### config.mk
export PLATFORM = sky130hd
export DESIGN_NAME = cbus_regport
export DESIGN_NICKNAME = d
export VERILOG_FILES = /design/src/rtl/cbus_pkg.sv /design/src/rtl/cbus_handshake.sv /design/src/rtl/cbus_irq_ctrl.sv /design/src/rtl/cbus_regbank.sv /design/src/rtl/cbus_regport.sv
export SDC_FILE = /design/constraint.sdc
export NUM_CORES = 1
export LEC_CHECK = 0
export CORE_MARGIN = 1
export CORE_UTILIZATION = 50
export CTS_CLUSTER_SIZE = 30
export DETAILED_ROUTE_END_ITERATION = 12
export PLACE_DENSITY_LB_ADDON = 0.12
export SYNTH_ARGS = -nofsm -noshare
export SYNTH_HDL_FRONTEND = slang
export SYNTH_SLANG_ARGS = --single-unit
### constraint.sdc
create_clock -name clk -period 3.7 [get_ports clk]
set_input_delay 0.555 -clock clk [delete_from_list [all_inputs] [get_ports clk]]
set_output_delay 0.555 -clock clk [all_outputs]
set_load 0.05 [all_outputs]
### src/rtl/cbus_pkg.sv
package cbus_pkg;

    localparam int ADDR_W = 6;
    localparam int DATA_W = 8;

    localparam logic [ADDR_W-1:0] A_MODE = 6'h00;
    localparam logic [ADDR_W-1:0] A_USER = 6'h01;
    localparam logic [ADDR_W-1:0] A_COND = 6'h08;
    localparam logic [ADDR_W-1:0] A_MASK = 6'h09;
    localparam logic [ADDR_W-1:0] A_SCR  = 6'h20;

    localparam logic [DATA_W-1:0] COND_IMPL = 8'h01;
    localparam int COND_PERR_BIT = 0;

    typedef enum logic [1:0] {
        HS_IDLE = 2'd0,
        HS_WAIT = 2'd1,
        HS_ACK  = 2'd2
    } hs_state_e;

    typedef struct packed {
        logic              rd;
        logic [ADDR_W-1:0] addr;
        logic [DATA_W-1:0] data;
        logic              par;
    } cbus_req_t;

    typedef struct packed {
        logic              wr_ok;
        logic              wr_bad;
        logic              rd;
        logic [ADDR_W-1:0] addr;
        logic [DATA_W-1:0] data;
    } cbus_op_t;

    function automatic logic odd_par(input logic [DATA_W-1:0] d);
        return ~(^d);
    endfunction

    function automatic logic par_good(input logic [DATA_W-1:0] d, input logic p);
        return ^{d, p};
    endfunction

endpackage

### src/rtl/cbus_handshake.sv
module cbus_handshake
    import cbus_pkg::*;
#(
    parameter int SYNC_STAGES = 2,
    parameter int ACK_DELAY   = 2
) (
    input  logic clk,
    input  logic rst,
    input  logic sel_n,
    output logic sel_s,
    output logic commit,
    output logic ack_n
);
    localparam int CNT_W = (ACK_DELAY > 2) ? $clog2(ACK_DELAY) : 1;
    localparam logic [CNT_W-1:0] CNT_LAST = CNT_W'(ACK_DELAY - 2);

    logic [SYNC_STAGES-1:0] sync_q;
    hs_state_e              state_q;
    logic [CNT_W-1:0]       cnt_q;
    logic                   ack_q;

    always_ff @(posedge clk) begin
        if (rst) begin
            sync_q <= '1;
        end else begin
            sync_q <= {sync_q[SYNC_STAGES-2:0], sel_n};
        end
    end

    assign sel_s  = sync_q[SYNC_STAGES-1];
    assign commit = (state_q == HS_WAIT) && (cnt_q == CNT_LAST);

    always_ff @(posedge clk) begin
        if (rst) begin
            state_q <= HS_IDLE;
            cnt_q   <= '0;
            ack_q   <= 1'b0;
        end else begin
            case (state_q)
                HS_IDLE: begin
                    if (!sel_s) begin
                        state_q <= HS_WAIT;
                        cnt_q   <= '0;
                    end
                end
                HS_WAIT: begin
                    if (commit) begin
                        state_q <= HS_ACK;
                        ack_q   <= 1'b1;
                    end else begin
                        cnt_q <= cnt_q + 1'b1;
                    end
                end
                HS_ACK: begin
                    if (sel_s) begin
                        state_q <= HS_IDLE;
                        ack_q   <= 1'b0;
                    end
                end
                default: begin
                    state_q <= HS_IDLE;
                    ack_q   <= 1'b0;
                end
            endcase
        end
    end

    assign ack_n = ~ack_q;

endmodule

### src/rtl/cbus_irq_ctrl.sv
module cbus_irq_ctrl
    import cbus_pkg::*;
#(
    parameter logic [DATA_W-1:0] IMPL = COND_IMPL
) (
    input  logic              clk,
    input  logic              rst,
    input  logic              perr_evt,
    input  logic              cond_we,
    input  logic              mask_we,
    input  logic [DATA_W-1:0] wdata,
    output logic [DATA_W-1:0] cond,
    output logic [DATA_W-1:0] mask,
    output logic              irq_n
);
    logic [DATA_W-1:0] cond_q;
    logic [DATA_W-1:0] mask_q;
    logic [DATA_W-1:0] set_vec;
    logic [DATA_W-1:0] clr_vec;
    logic              irq_q;

    always_comb begin
        set_vec = '0;
        set_vec[COND_PERR_BIT] = perr_evt;
        clr_vec = cond_we ? wdata : '0;
    end

    always_ff @(posedge clk) begin
        if (rst) begin
            cond_q <= '0;
            mask_q <= '0;
            irq_q  <= 1'b0;
        end else begin
            cond_q <= ((cond_q & ~clr_vec) | set_vec) & IMPL;
            if (mask_we) begin
                mask_q <= wdata;
            end
            irq_q <= |(cond_q & mask_q);
        end
    end

    assign cond  = cond_q;
    assign mask  = mask_q;
    assign irq_n = ~irq_q;

endmodule

### src/rtl/cbus_regbank.sv
module cbus_regbank
    import cbus_pkg::*;
#(
    parameter int NUM_SCRATCH = 8
) (
    input  logic              clk,
    input  logic              rst,
    input  logic              commit,
    input  cbus_req_t         req,
    input  logic [DATA_W-1:0] cond,
    input  logic [DATA_W-1:0] mask,
    output cbus_op_t          op,
    output logic [DATA_W-1:0] user_reg,
    output logic [DATA_W-1:0] rdata,
    output logic              rpar
);
    localparam int SCR_LAST = int'(A_SCR) + NUM_SCRATCH - 1;

    logic [DATA_W-1:0] mode_q;
    logic [DATA_W-1:0] user_q;
    logic [DATA_W-1:0] scr_q [NUM_SCRATCH];
    logic [DATA_W-1:0] rd_val;
    logic [DATA_W-1:0] rdata_q;
    logic              rpar_q;

    always_comb begin
        op.rd     = commit && req.rd;
        op.wr_ok  = commit && !req.rd && par_good(req.data, req.par);
        op.wr_bad = commit && !req.rd && !par_good(req.data, req.par);
        op.addr   = req.addr;
        op.data   = req.data;
    end

    always_ff @(posedge clk) begin
        if (rst) begin
            mode_q <= '0;
            user_q <= '0;
        end else if (op.wr_ok) begin
            if (op.addr == A_MODE) mode_q <= op.data;
            if (op.addr == A_USER) user_q <= op.data;
        end
    end

    for (genvar g = 0; g < NUM_SCRATCH; g++) begin : g_scr
        localparam logic [ADDR_W-1:0] SCR_ADDR = A_SCR + ADDR_W'(g);
        always_ff @(posedge clk) begin
            if (rst) begin
                scr_q[g] <= '0;
            end else if (op.wr_ok && op.addr == SCR_ADDR) begin
                scr_q[g] <= op.data;
            end
        end
    end

    always_comb begin
        rd_val = '0;
        case (req.addr)
            A_MODE:  rd_val = mode_q;
            A_USER:  rd_val = user_q;
            A_COND:  rd_val = cond;
            A_MASK:  rd_val = mask;
            default: begin
                for (int i = 0; i < NUM_SCRATCH; i++) begin
                    if (int'(req.addr) == int'(A_SCR) + i) rd_val = scr_q[i];
                end
            end
        endcase
    end

    always_ff @(posedge clk) begin
        if (rst) begin
            rdata_q <= '0;
            rpar_q  <= 1'b1;
        end else if (op.rd) begin
            rdata_q <= rd_val;
            rpar_q  <= odd_par(rd_val);
        end
    end

    assign user_reg = user_q;
    assign rdata    = rdata_q;
    assign rpar     = rpar_q;

    initial begin
        if (SCR_LAST >= (1 << ADDR_W)) $error("scratch bank exceeds address space");
    end

endmodule

### src/rtl/cbus_regport.sv
module cbus_regport
    import cbus_pkg::*;
#(
    parameter int SYNC_STAGES = 2,
    parameter int ACK_DELAY   = 2,
    parameter int NUM_SCRATCH = 8,
    parameter int NUM_EN      = 2
) (
    input  logic              clk,
    input  logic              rst,
    input  logic              sel_n,
    input  logic              rd_wr,
    input  logic [ADDR_W-1:0] addr,
    input  logic [DATA_W-1:0] wdata,
    input  logic              wpar,
    output logic [DATA_W-1:0] rdata,
    output logic              rpar,
    output logic              ack_n,
    output logic              irq_n,
    output logic [NUM_EN-1:0] user_en
);
    logic              sel_s;
    logic              commit;
    cbus_req_t         req;
    cbus_op_t          op;
    logic [DATA_W-1:0] cond;
    logic [DATA_W-1:0] mask;
    logic [DATA_W-1:0] user_reg;
    logic              perr_evt;

    assign req.rd   = rd_wr;
    assign req.addr = addr;
    assign req.data = wdata;
    assign req.par  = wpar;

    cbus_handshake #(
        .SYNC_STAGES (SYNC_STAGES),
        .ACK_DELAY   (ACK_DELAY)
    ) u_hs (
        .clk    (clk),
        .rst    (rst),
        .sel_n  (sel_n),
        .sel_s  (sel_s),
        .commit (commit),
        .ack_n  (ack_n)
    );

    cbus_regbank #(
        .NUM_SCRATCH (NUM_SCRATCH)
    ) u_bank (
        .clk      (clk),
        .rst      (rst),
        .commit   (commit),
        .req      (req),
        .cond     (cond),
        .mask     (mask),
        .op       (op),
        .user_reg (user_reg),
        .rdata    (rdata),
        .rpar     (rpar)
    );

    assign perr_evt = op.wr_bad;

    cbus_irq_ctrl #(
        .IMPL (COND_IMPL)
    ) u_irq (
        .clk      (clk),
        .rst      (rst),
        .perr_evt (perr_evt),
        .cond_we  (op.wr_ok && op.addr == A_COND),
        .mask_we  (op.wr_ok && op.addr == A_MASK),
        .wdata    (op.data),
        .cond     (cond),
        .mask     (mask),
        .irq_n    (irq_n)
    );

    for (genvar g = 0; g < NUM_EN; g++) begin : g_en
        assign user_en[g] = user_reg[g];
    end

endmodule

==> metrics <==
status=finished clean; VDD IR max=0.000267 V; largest cells by area after synthesis=edfxtp_1, dfxtp_1, and2_1, mux2i_1, mux4_2; RR Startpoint=u_hs.state_q[0]; Area after DPL=5660 um^2; CTS max path bufs=2; Antenna Cells=0; CTS tree=done; Most flops, register=u_bank.scr_q; routed length per instance=19.6 um; #FFs+latches synth=105; Hold-fix buffers, CTS=0; vias in the first global route=3427; Core Region=9770 um^2; Max Clk Rate=0.311 GHz; internal power=1.63 mW; Design Area, Final=5840 um^2; PD cells=372 nW/um^2; Net Count, Synth=453; H-tree Lvls=3; worst hold slack=0.423 ns; Post-CTS Setup Bufs=0; skew final=0.0131 ns; Starting Density=51.6%; largest net degree at the start of global routing=39; I/O pins=32; Sequential Power Share=58.7%; R2R Setup Slk=1.08 ns; Max Slew Vio Count=0; later-pin clock latency in the skew report=0.38 ns; hold path depth=1; highest metal used=met4; yosys warns=0; Worst Setup Path Type=in2reg; Worst Tran Pin Value=0.715 ns; chip height=102 um; Setup TNS=0 ns; met3 WL post-DR=786 um; Synth Cell Area=5040 um^2; FF+latch area=2740 um^2; share of layout cells above drive strength 1=17.1%; Multi-input gate area=2120 um^2; Req. time, crit path=3.96 ns; worst hold-check path type=reg2reg; clock slew at reported path FFs=0.09 ns; FF-to-FF path depth=6; Comb pwr share=10.9%; maxcap violations=0; cell taking the most area after synthesis=edfxtp_1; initial antenna violation count=0; total grt overflow=0; crit-path max cell delay=0.53 ns; sw power=0.547 mW; DRT iter0 DRCs=294; final RePlAce weighted congestion=0.914; Site Rows=36; Inst Count DP=608; WL met1=5390 um; sequential area share after synthesis=54.4%; Worst Setup EP=u_bank.rpar; Place WS=0.163 ns; syn_area_per_cell=11.6 um^2; cells along the critical path=clkdlybuf4s50_1 -> or3_1 -> nor2_1 -> a221oi_1 -> a21oi_1 -> o22a_1 -> xnor3_1 -> nand3_1 -> or3b_1; leak pwr=2.10 nW; first-pass GRT wire length=19100 um; Synth top area share=38.1%; Die ar.=10500 um^2; final worst path period need=3.21 ns; non-filler cells, final=624; Worst Setup End Kind=register; Sw Ratio=25.2%; Critical path origin=addr[2]; startpoint class of the critical path=input port; Clock Power Share=30.4%; Netlist cell types=57; DRT Pass-1 Iters=7; final setup violation count=0; drt drc=0; WL final=12200 um; Worst Path Max Fanout=6; Vias=3546; CP max-delay cell=clkdlybuf4s50_1; Post-synth EDFFs=64; unrepaired setup endpoints after global routing=false; Root Buffer=clkbuf_8; fraction of registers with async set/reset=0%; Nets=505; DR WL met2=5580 um; Critical R2R Capture=u_bank.scr_q[0][16]; synthesis-to-finish area growth=15.8%; Syn Inst Count=434; post-CTS sizing=0; FILL cells=840; Vias/cell=5.68; fin crit share=86.8%; Buffers on Ports=31; Sink Count=105; CP Data Arrival Time=3.47 ns; CTS Buf Count=9; final setup margin=0.490 ns; post-detail-place hpwl=8860 um; Total GRT Usage=25.6%; Antenna Nets Post-Route=0; Final Hold Viols=0; Largest register FFs=64; Horiz. Die Dim=102 um; Post-synth top flop=edfxtp_1; relative slew slack=52.3%
## worst max-delay path, delay by kind of cell
| kind | cells | cell delay [ns] |
|---|---|---|
| AND/OR/NAND/NOR | 4 | 1.36 |
| AO/OA/AOI/OAI | 3 | 0.60 |
| buffers and inverters | 1 | 0.53 |
| XOR/XNOR | 1 | 0.43 |
## placed cells by master (no fill, tap or decap), types with 2 or more instances in the layout
master and instances:
a211oi_1 4, o21ai_1 10, inv_2 2, mux4_2 9, nand4_1 2, xor2_1 2, a21oi_1 14, buf_2 2
nor2b_1 4, or3b_1 2, clkdlybuf4s50_1 29, nor3_1 3, nand3_1 6, buf_4 38, a31oi_1 4, o21ai_0 7
dfxtp_1 41, a222oi_1 4, a221oi_1 3, nand2_1 20, and3_1 2, nor2_1 42, nor3_4 2, nand2b_1 5
mux2_2 2, clkbuf_8 10, mux2i_1 30, a22oi_1 3, and2_1 66, a22o_1 2, a21o_1 2, edfxtp_1 64
a221o_1 3, xnor2_1 10, or2_2 2, nor3_2 8, inv_1 6
## worst min-delay path by stage
stage	startpoint	slack (ns)	endpoint
6_report	u_hs.sync_q[0]	0.42	u_hs.sync_q[1]
3_5_place_dp	u_hs.sync_q[0]	0.40	u_hs.sync_q[1]
3_3_place_gp	u_hs.sync_q[0]	0.40	u_hs.sync_q[1]
5_1_grt	u_hs.sync_q[0]	0.45	u_hs.sync_q[1]
2_1_floorplan	u_hs.sync_q[0]	0.39	u_hs.sync_q[1]
4_1_cts	u_hs.sync_q[0]	0.43	u_hs.sync_q[1]
## final cells by class
type                       count  area share (%)
clock buffer                  10            2.36
multi-input combinational    292            36.3
timing repair buffer          70            10.4
inverter                       8           0.514
sequential                   105            47.0
tap                          133            2.85
clock inverter                 6           0.686
## synthesized netlist by cell type (4+ instances only)
cell type and n:
a211oi_1 4, a21oi_1 14, a222oi_1 4, a31oi_1 4, and2_1 66, buf_2 7, clkbuf_1 15, dfxtp_1 41
edfxtp_1 64, inv_1 6, mux2i_1 30, mux4_2 9, nand2_1 20, nand2b_1 5, nand3_1 6, nor2_1 42
nor2b_1 4, nor3_2 8, o21ai_0 7, o21ai_1 10, xnor2_1 10
## metrics by stage
stage | util [%] | total power [mW]
after floorplan | - | 1.44
after global placement | 57.9 | 1.54
after detailed placement | 57.9 | 1.54
after CTS | 59.7 | 2.19
after global routing | 59.7 | 2.24
final | 59.7 | 2.17
## cells by family after synthesis
kind of cell | count (synthesis) | synth area share, %
buffers and inverters | 37 | 3.60
multiplexers | 42 | 10.6
AO/OA/AOI/OAI | 64 | 8.61
XOR/XNOR | 13 | 2.53
flip-flops | 105 | 54.4
AND/OR/NAND/NOR | 173 | 20.2
## per-layer routing
metal  GRT usage (%)  vias up
met2            39.1      125
li1                -     1670
met4            11.9        0
met1            35.2     1720
met3            5.20       31
met5               0        -
## power groups by stage
stage                     registers, mW  clock network (mW)  logic (mW)
after floorplan                    1.31                   0       0.136
after global placement             1.30                   0       0.235
after detailed placement           1.30                   0       0.237
after CTS                          1.28               0.675       0.237
after global routing               1.28               0.707       0.254
final                              1.28               0.660       0.237
(Power assumes the default switching activity.)
